**config.mk**
```make
export PLATFORM = sky130hd
export DESIGN_NAME = irq_prio_ctrl
export DESIGN_NICKNAME = d
export VERILOG_FILES = /design/src/rtl/irq_prio_pkg.sv /design/src/rtl/irq_cfg_regs.sv /design/src/rtl/irq_periph_arb.sv /design/src/rtl/irq_core_gate.sv /design/src/rtl/irq_prio_ctrl.sv
export SDC_FILE = /design/constraint.sdc
export NUM_CORES = 1
export LEC_CHECK = 0
export CAP_MARGIN = 20
export CORE_MARGIN = 2
export CORE_UTILIZATION = 65
export CTS_CLUSTER_SIZE = 20
export DETAILED_ROUTE_END_ITERATION = 16
export DONT_BUFFER_PORTS = 1
export PLACE_DENSITY = 0.81
export SLEW_MARGIN = 20
export SYNTH_ARGS = -nofsm -noshare
export SYNTH_HDL_FRONTEND = slang
export SYNTH_HIERARCHICAL = 1
export SYNTH_SLANG_ARGS = --single-unit
```
**constraint.sdc**
```tcl
create_clock -name clk -period 30 [get_ports clk]
set_clock_uncertainty 0.2 [all_clocks]
set_input_delay 6 -clock clk [delete_from_list [all_inputs] [get_ports clk]]
set_output_delay 6 -clock clk [all_outputs]
set_load 0.03 [all_outputs]
```
**src/rtl/irq_prio_pkg.sv**
```systemverilog
package irq_prio_pkg;

    // Which kind of source the processor-side tier is holding
    typedef enum logic [1:0] {
        HOLD_NONE  = 2'd0,
        HOLD_CH    = 2'd1,
        HOLD_EXT_A = 2'd2,
        HOLD_EXT_B = 2'd3
    } hold_kind_e;

    localparam logic [1:0] GM_ALL   = 2'b00;
    localparam logic [1:0] GM_HIGH  = 2'b01;
    localparam logic [1:0] GM_TOP   = 2'b10;
    localparam logic [1:0] GM_NONE  = 2'b11;

endpackage

```
**src/rtl/irq_cfg_regs.sv**
```systemverilog
module irq_cfg_regs #(
    parameter int NUM_SRC = 16,
    parameter int NUM_CH  = 7,
    parameter int CH_W    = 3,
    parameter int VEC_W   = 5,
    parameter int ADDR_W  = 5,
    parameter int DATA_W  = 9
) (
    input  logic                              clk,
    input  logic                              rst_n,
    input  logic                              cfg_we,
    input  logic [ADDR_W-1:0]                 cfg_addr,
    input  logic [DATA_W-1:0]                 cfg_wdata,
    output logic [NUM_SRC-1:0][CH_W-1:0]      src_ch,
    output logic [NUM_SRC-1:0][VEC_W-1:0]     src_vec,
    output logic                              ext_a_en,
    output logic                              ext_b_en,
    output logic [NUM_CH-1:0]                 ch_en,
    output logic [1:0]                        gmask
);
    import irq_prio_pkg::*;

    localparam int SRC_W = (NUM_SRC > 1) ? $clog2(NUM_SRC) : 1;
    localparam logic [ADDR_W-1:0] SRC_LIM   = ADDR_W'(NUM_SRC);
    localparam logic [ADDR_W-1:0] MASK_ADDR = ADDR_W'(NUM_SRC);
    localparam logic [ADDR_W-1:0] GM_ADDR   = ADDR_W'(NUM_SRC + 1);

    typedef struct packed {
        logic [NUM_SRC-1:0][CH_W-1:0]  ch;
        logic [NUM_SRC-1:0][VEC_W-1:0] vec;
        logic                          a_en;
        logic                          b_en;
        logic [NUM_CH-1:0]             c_en;
        logic [1:0]                    gm;
    } cfg_t;

    localparam cfg_t CFG_RST = '{ch: '0, vec: '0, a_en: 1'b0, b_en: 1'b0,
                                 c_en: '0, gm: GM_NONE};

    cfg_t cfg_d, cfg_q;

    always_comb begin
        cfg_d = cfg_q;
        if (cfg_we) begin
            if (cfg_addr < SRC_LIM) begin
                cfg_d.ch[cfg_addr[SRC_W-1:0]]  = cfg_wdata[CH_W-1:0];
                cfg_d.vec[cfg_addr[SRC_W-1:0]] = cfg_wdata[CH_W +: VEC_W];
            end else if (cfg_addr == MASK_ADDR) begin
                cfg_d.a_en = cfg_wdata[0];
                cfg_d.b_en = cfg_wdata[1];
                cfg_d.c_en = cfg_wdata[2 +: NUM_CH];
            end else if (cfg_addr == GM_ADDR) begin
                cfg_d.gm = cfg_wdata[1:0];
            end
        end
    end

    always_ff @(posedge clk) begin
        if (!rst_n) cfg_q <= CFG_RST;
        else        cfg_q <= cfg_d;
    end

    assign src_ch   = cfg_q.ch;
    assign src_vec  = cfg_q.vec;
    assign ext_a_en = cfg_q.a_en;
    assign ext_b_en = cfg_q.b_en;
    assign ch_en    = cfg_q.c_en;
    assign gmask    = cfg_q.gm;

    // a global-mask write lands at the next edge
    a_r3_gm_write: assert property (@(posedge clk) disable iff (!rst_n)
        (cfg_we && cfg_addr == GM_ADDR) |=> (gmask == $past(cfg_wdata[1:0])));

endmodule

```
**src/rtl/irq_periph_arb.sv**
```systemverilog
module irq_periph_arb #(
    parameter int NUM_SRC = 16,
    parameter int NUM_CH  = 7,
    parameter int CH_W    = 3,
    parameter int VEC_W   = 5,
    parameter int SRC_W   = 4
) (
    input  logic                          clk,
    input  logic                          rst_n,
    input  logic [NUM_SRC-1:0]            periph_req,
    input  logic [NUM_SRC-1:0][CH_W-1:0]  src_ch,
    input  logic [NUM_SRC-1:0][VEC_W-1:0] src_vec,
    output logic [NUM_CH-1:0]             ch_req,
    output logic [VEC_W-1:0]              ch_vec,
    output logic [SRC_W-1:0]              ch_src
);
    localparam logic [CH_W-1:0] CH_LIM = CH_W'(NUM_CH);

    typedef struct packed {
        logic [NUM_CH-1:0] req;
        logic [VEC_W-1:0]  vec;
        logic [SRC_W-1:0]  src;
    } arb_t;

    arb_t arb_d, arb_q;

    always_comb begin
        logic            found;
        logic [CH_W-1:0] best_ch;
        logic [VEC_W-1:0] best_vec;
        logic [SRC_W-1:0] best_src;
        found    = 1'b0;
        best_ch  = '0;
        best_vec = '0;
        best_src = '0;
        // Strict compare keeps the lowest index on equal channel codes
        for (int i = 0; i < NUM_SRC; i++) begin
            if (periph_req[i] && (src_ch[i] < CH_LIM) &&
                (!found || (src_ch[i] > best_ch))) begin
                found    = 1'b1;
                best_ch  = src_ch[i];
                best_vec = src_vec[i];
                best_src = SRC_W'(i);
            end
        end
        arb_d     = '0;
        if (found) begin
            arb_d.req[best_ch] = 1'b1;
            arb_d.vec          = best_vec;
            arb_d.src          = best_src;
        end
    end

    always_ff @(posedge clk) begin
        if (!rst_n) arb_q <= '0;
        else        arb_q <= arb_d;
    end

    assign ch_req = arb_q.req;
    assign ch_vec = arb_q.vec;
    assign ch_src = arb_q.src;

    // never more than one channel line
    a_r2_one_line: assert property (@(posedge clk) disable iff (!rst_n)
        $onehot0(ch_req));

    // no request in, no line out one clock later
    a_r2_idle_quiet: assert property (@(posedge clk) disable iff (!rst_n)
        (periph_req == '0) |=> (ch_req == '0 && ch_vec == '0));

endmodule

```
**src/rtl/irq_core_gate.sv**
```systemverilog
module irq_core_gate #(
    parameter int              NUM_SRC   = 16,
    parameter int              NUM_CH    = 7,
    parameter int              CH_W      = 3,
    parameter int              VEC_W     = 5,
    parameter int              SRC_W     = 4,
    parameter int              GM1_MIN   = 4,
    parameter int              GM2_MIN   = 6,
    parameter logic [VEC_W-1:0] EXT_A_VEC = 5'h1E,
    parameter logic [VEC_W-1:0] EXT_B_VEC = 5'h1F
) (
    input  logic                 clk,
    input  logic                 rst_n,
    input  logic [NUM_CH-1:0]    ch_req,
    input  logic [VEC_W-1:0]     ch_vec,
    input  logic [SRC_W-1:0]     ch_src,
    input  logic [NUM_SRC-1:0]   periph_req,
    input  logic                 ext_a,
    input  logic                 ext_b,
    input  logic                 ext_a_en,
    input  logic                 ext_b_en,
    input  logic [NUM_CH-1:0]    ch_en,
    input  logic [1:0]           gmask,
    input  logic                 irq_ack,
    output logic                 irq_req,
    output logic [VEC_W-1:0]     irq_vec
);
    import irq_prio_pkg::*;

    localparam logic [CH_W-1:0] LVL1 = CH_W'(GM1_MIN);
    localparam logic [CH_W-1:0] LVL2 = CH_W'(GM2_MIN);

    typedef struct packed {
        logic             busy;
        hold_kind_e       kind;
        logic [SRC_W-1:0] src;
        logic [VEC_W-1:0] vec;
    } hold_t;

    hold_t hold_d, hold_q;

    logic [CH_W-1:0] ch_lvl;
    logic            lvl_ok;
    logic            ch_cand;
    logic            a_cand;
    logic            b_cand;
    logic            held_live;

    always_comb begin
        ch_lvl = '0;
        for (int c = 0; c < NUM_CH; c++) begin
            if (ch_req[c]) ch_lvl = CH_W'(c);
        end
        case (gmask)
            GM_ALL:  lvl_ok = 1'b1;
            GM_HIGH: lvl_ok = (ch_lvl >= LVL1);
            GM_TOP:  lvl_ok = (ch_lvl >= LVL2);
            default: lvl_ok = 1'b0;
        endcase
        // The raw request guards against a line that lags a withdrawal
        ch_cand = |(ch_req & ch_en) && lvl_ok && periph_req[ch_src];
        a_cand  = ext_a && ext_a_en && (gmask == GM_ALL);
        b_cand  = ext_b && ext_b_en && (gmask == GM_ALL);
        case (hold_q.kind)
            HOLD_CH:    held_live = periph_req[hold_q.src];
            HOLD_EXT_A: held_live = ext_a;
            HOLD_EXT_B: held_live = ext_b;
            default:    held_live = 1'b0;
        endcase
    end

    always_comb begin
        hold_d = hold_q;
        if (hold_q.busy) begin
            if (irq_ack || !held_live) begin
                hold_d.busy = 1'b0;
                hold_d.kind = HOLD_NONE;
            end
        end else if (ch_cand) begin
            hold_d = '{busy: 1'b1, kind: HOLD_CH, src: ch_src, vec: ch_vec};
        end else if (a_cand) begin
            hold_d = '{busy: 1'b1, kind: HOLD_EXT_A, src: '0, vec: EXT_A_VEC};
        end else if (b_cand) begin
            hold_d = '{busy: 1'b1, kind: HOLD_EXT_B, src: '0, vec: EXT_B_VEC};
        end
    end

    always_ff @(posedge clk) begin
        if (!rst_n) hold_q <= '{busy: 1'b0, kind: HOLD_NONE, src: '0, vec: '0};
        else        hold_q <= hold_d;
    end

    assign irq_req = hold_q.busy;
    assign irq_vec = hold_q.vec;

    // a held, live, unacknowledged request keeps its vector
    a_r9_hold_stable: assert property (@(posedge clk) disable iff (!rst_n)
        (hold_q.busy && !irq_ack && held_live) |=> (irq_req && $stable(irq_vec)));

    // acknowledge releases the request at the next edge
    a_r10_ack_release: assert property (@(posedge clk) disable iff (!rst_n)
        (irq_req && irq_ack) |=> !irq_req);

    // the closed global level never starts a request
    a_r7_full_mask: assert property (@(posedge clk) disable iff (!rst_n)
        (gmask == GM_NONE && !irq_req) |=> !irq_req);

    // without a channel line, pins alone need level 0
    a_r6_pins_need_open: assert property (@(posedge clk) disable iff (!rst_n)
        (!irq_req && ch_req == '0 && gmask != GM_ALL) |=> !irq_req);

    // a held pin A that drops releases the request
    a_r11_pin_withdraw: assert property (@(posedge clk) disable iff (!rst_n)
        (irq_req && hold_q.kind == HOLD_EXT_A && !ext_a) |=> !irq_req);

endmodule

```
**src/rtl/irq_prio_ctrl.sv**
```systemverilog
module irq_prio_ctrl #(
    parameter int NUM_SRC = 16,
    parameter int NUM_CH  = 7,
    parameter int VEC_W   = 5,
    parameter int CH_W    = $clog2(NUM_CH + 1),
    parameter int ADDR_W  = $clog2(NUM_SRC + 2),
    parameter int DATA_W  = ((CH_W + VEC_W) > (NUM_CH + 2)) ? (CH_W + VEC_W) : (NUM_CH + 2)
) (
    input  logic               clk,
    input  logic               rst_n,
    input  logic [NUM_SRC-1:0] periph_req,
    input  logic               ext_req_a,
    input  logic               ext_req_b,
    input  logic               cfg_we,
    input  logic [ADDR_W-1:0]  cfg_addr,
    input  logic [DATA_W-1:0]  cfg_wdata,
    input  logic               irq_ack,
    output logic [NUM_CH-1:0]  ch_req,
    output logic [VEC_W-1:0]   ch_vec,
    output logic               irq_req,
    output logic [VEC_W-1:0]   irq_vec
);
    localparam int SRC_W = (NUM_SRC > 1) ? $clog2(NUM_SRC) : 1;

    logic [NUM_SRC-1:0][CH_W-1:0]  src_ch;
    logic [NUM_SRC-1:0][VEC_W-1:0] src_vec;
    logic                          ext_a_en;
    logic                          ext_b_en;
    logic [NUM_CH-1:0]             ch_en;
    logic [1:0]                    gmask;
    logic [SRC_W-1:0]              ch_src;

    irq_cfg_regs #(
        .NUM_SRC(NUM_SRC), .NUM_CH(NUM_CH), .CH_W(CH_W), .VEC_W(VEC_W),
        .ADDR_W(ADDR_W), .DATA_W(DATA_W)
    ) cfg_i (
        .clk(clk), .rst_n(rst_n), .cfg_we(cfg_we), .cfg_addr(cfg_addr),
        .cfg_wdata(cfg_wdata), .src_ch(src_ch), .src_vec(src_vec),
        .ext_a_en(ext_a_en), .ext_b_en(ext_b_en), .ch_en(ch_en), .gmask(gmask)
    );

    irq_periph_arb #(
        .NUM_SRC(NUM_SRC), .NUM_CH(NUM_CH), .CH_W(CH_W), .VEC_W(VEC_W), .SRC_W(SRC_W)
    ) arb_i (
        .clk(clk), .rst_n(rst_n), .periph_req(periph_req), .src_ch(src_ch),
        .src_vec(src_vec), .ch_req(ch_req), .ch_vec(ch_vec), .ch_src(ch_src)
    );

    irq_core_gate #(
        .NUM_SRC(NUM_SRC), .NUM_CH(NUM_CH), .CH_W(CH_W), .VEC_W(VEC_W), .SRC_W(SRC_W)
    ) gate_i (
        .clk(clk), .rst_n(rst_n), .ch_req(ch_req), .ch_vec(ch_vec), .ch_src(ch_src),
        .periph_req(periph_req), .ext_a(ext_req_a), .ext_b(ext_req_b),
        .ext_a_en(ext_a_en), .ext_b_en(ext_b_en), .ch_en(ch_en), .gmask(gmask),
        .irq_ack(irq_ack), .irq_req(irq_req), .irq_vec(irq_vec)
    );

endmodule

```
==> impl_metrics.toml <==
[die]
dieArea_mm2 = 0.0160
die_h_um = 126
boundaryPins = 54
coreArea_mm2 = 0.0146
rows = 44
start_util_pct = 66.8
die_w_um = 126

[global_route]
grt_use_total_pct = 34.2
grt_pass1_vias = 7908
grt_max_degree = 159
grt_pass1_wl_mm = 42.8
overflow = 0
antenna_found_initial = 0

[layout]
final_cell_mix = "nand2_1, dfxtp_1, mux2i_1"
drive_gt1_share_pct = 11.3
utilization_pct = 72.3
fin_cells = 1308
seq_area_mm2 = 0.00334
area_growth_pct = 8.24
mostFrequentLayoutCell = "nand2_1"
fillers = 1107
layout.nets = 1182
diodes = 0
multi_input_comb_area_mm2 = 0.00602

[sta]
final_max_slew_viol_count = 0
layout_min_cycle_time_ns = 28.45
relSlewSlack_pct = 30.2
setup_violations = 0
tightestPinTransition_ns = 1.04
min_period_over_period_pct = 94.8
fmax_ghz = 0.0352
finalHoldViolCount = 0
whs_ns = 0.262

[logic_synthesis]
ys_types = 101
synth-edff-count = 0
synth_nets = 1202
ys_top_cells_by_area = "dfxtp_1, mux2i_1, nand2_1"
ys_seq_area_share_pct = 34.3
synth_warnings = 6
postSynthCellCount = 1131
synth.top_cell.area_share_pct = 34.3
async_flop_share_pct = 0
netlist_area_mm2 = 0.00974
synth_top_area_cell = "dfxtp_1"
avgSynthCellArea_um2 = 8.62
ys_seq_elements = 167
synthFlopType = "dfxtp_1"

[clock_network]
insertion_delay_ns = 0.45
cts_tree = "yes"
numCtsBuffers = 17
cts_buffer_depth = 2
clk_pin_slew_ns = 0.06
cts_sinks = 167
root_buffer = "clkbuf_16"
holdBufCountCts = 0
h-tree-depth = 4

[setup_path]
critPathCaptureType = "flip-flop"
rrSetupSlack_ns = 6.53
arrival_ns = 28.59
crit_slowest_cell = "a2111oi_2"
crit_required_ns = 30.14
regToRegEndpoint = "arb_i/ch_req[3]"
path_max_fanout = 21
rr_worst_depth = 118
max_stage_delay_ns = 0.45
cp-start-kind = "input port"
cp_num_buf_inv = 8
r2r-start = "cfg_i/src_ch[1]"
path_common_cell = "a21oi_1"
crit_family = "compound AO/OA/AOI/OAI gates"
worstSetupPathType = "in -> reg"

[outcome]
outcome = "completed"

[run]
drv_cap = 0

[power_and_ir_drop]
clkPwrFrac_pct = 24.1
switching_share_pct = 42.3
p_total_uw = 913
p_leak_uw = 0.00436
seqPwrFrac_pct = 27.1
p_per_area_mw_per_mm2 = 86.6
p_switching_uw = 386
p_int_uw = 526
vdd.ir_drop.worst_mv = 0.0654
combPwrFrac_pct = 48.8

[placed_design]
dp_hpwl_mm = 19.3
placedCellCount = 1261
globalplace.congestion = 0.965
portBuffers = 0

[worst_hold_path]
min_path_type = "reg -> reg"
hp-start = "cfg_i/src_vec[69]"
min_to = "cfg_i/src_vec[69]"
holdPathStages = 2

[route]
drtIter0Drc = 945
drtAntennaViolNets = 0
drc_errors = 0
viasPerCell = 6.64
wl_mm = 27.6
dr.pass1.iters = 6
via_count = 8681
detail_route.wl_per_cell_um = 21.1
sequential cells by signal, indices dropped and copies added (netlist names):
register,cells
cfg_i/ext_b_en,1
cfg_i/ext_a_en,1
arb_i/ch_req,7
arb_i/ch_vec,5
cfg_i/gmask,2
gate_i/irq_vec,5
gate_i/irq_req,1
arb_i/ch_src,4
gate_i/hold_q,6
cfg_i/src_ch,48
cfg_i/src_vec,80
cfg_i/ch_en,7
kinds of logic (layout without fill, tap and decap cells):
kind of cell | after synthesis | count (layout) | share of synthesized area (%)
AOI/OAI and AO/OA | 222 | 222 | 17.4
adders and majority gates | 35 | 35 | 4.49
buffers and inverters | 112 | 105 | 5.26
DFF | 167 | 167 | 34.3
muxes | 157 | 157 | 17.2
and+or+nand+nor | 438 | 438 | 21.3
power groups by stage:
stage               Clock, uW  Sequential [uW]  Combinational [uW]
finish                    220              247                 445
global route              230              249                 480
CTS                       221              247                 388
detailed placement          0              252                 386
global placement            0              252                 381
floorplan                   0              249                 308
metal layers:
metal	share of wire [%]	GRT usage, %	vias to the layer above
met5	0	0	-
met4	2.3	9.76	0
met3	10	9.91	60
met2	44	52.0	431
met1	43	47.4	4146
li1	-	-	4044
final cells by class:
cell class	instances	share of cell area, %
well taps	184	2.18
clock buffers	18	4.07
flip-flops and latches	167	31.7
clock inverters	14	1.49
inverters	51	1.81
multi-input cells	852	57.1
repair buffers	22	1.68
metrics by stage:
stage	setup WS, ns	area [um2]	setup TNS (ns)
after CTS	0.189	10300	0
after floorplan	3.43	9740	0
after global placement	0.316	9710	0
after global routing	-0.0650	10500	-0.0662
after detailed placement	-0.112	9710	-0.201
final	1.55	10500	0
cells in the mapped netlist (7+ instances only):
master / n
a211oi_1: 12
a21o_1: 8
a21oi_1: 48
a311oi_1: 8
a31oi_1: 11
and2_1: 13
buf_2: 8
buf_4: 12
clkbuf_1: 34
dfxtp_1: 167
ha_1: 35
inv_1: 50
mux2i_1: 145
mux4_2: 7
nand2_1: 227
nand2_2: 9
nand3_1: 36
nor2_1: 62
nor2b_1: 15
nor3_1: 18
nor4_1: 8
o211ai_1: 7
o21ai_0: 24
o311a_1: 7
o31ai_1: 13
tightest hold or removal path, stage by stage (launching register included):
cell	delay (ns)
dfxtp_1	0.31
nand2_1	0.05
mux2i_1	0.05
worst max path at each step:
stage                             start              end  slack, ns  cells after the start
after detailed placement  periph_req[0]  arb_i/ch_req[1]      -0.11                    113
final                     periph_req[0]  arb_i/ch_req[3]       1.55                    117
after CTS                 periph_req[0]  arb_i/ch_req[1]       0.19                    113
after global routing      periph_req[0]  arb_i/ch_req[3]      -0.06                    119
after floorplan           periph_req[0]  arb_i/ch_req[4]       3.43                    117
after global placement    periph_req[0]  arb_i/ch_req[1]       0.32                    112
what timing repair did:
action	4_1_cts	5_1_grt
setup endpoints to repair	0	16
setup buffers	0	15
resized for setup	0	30
(Power assumes the default switching activity.)
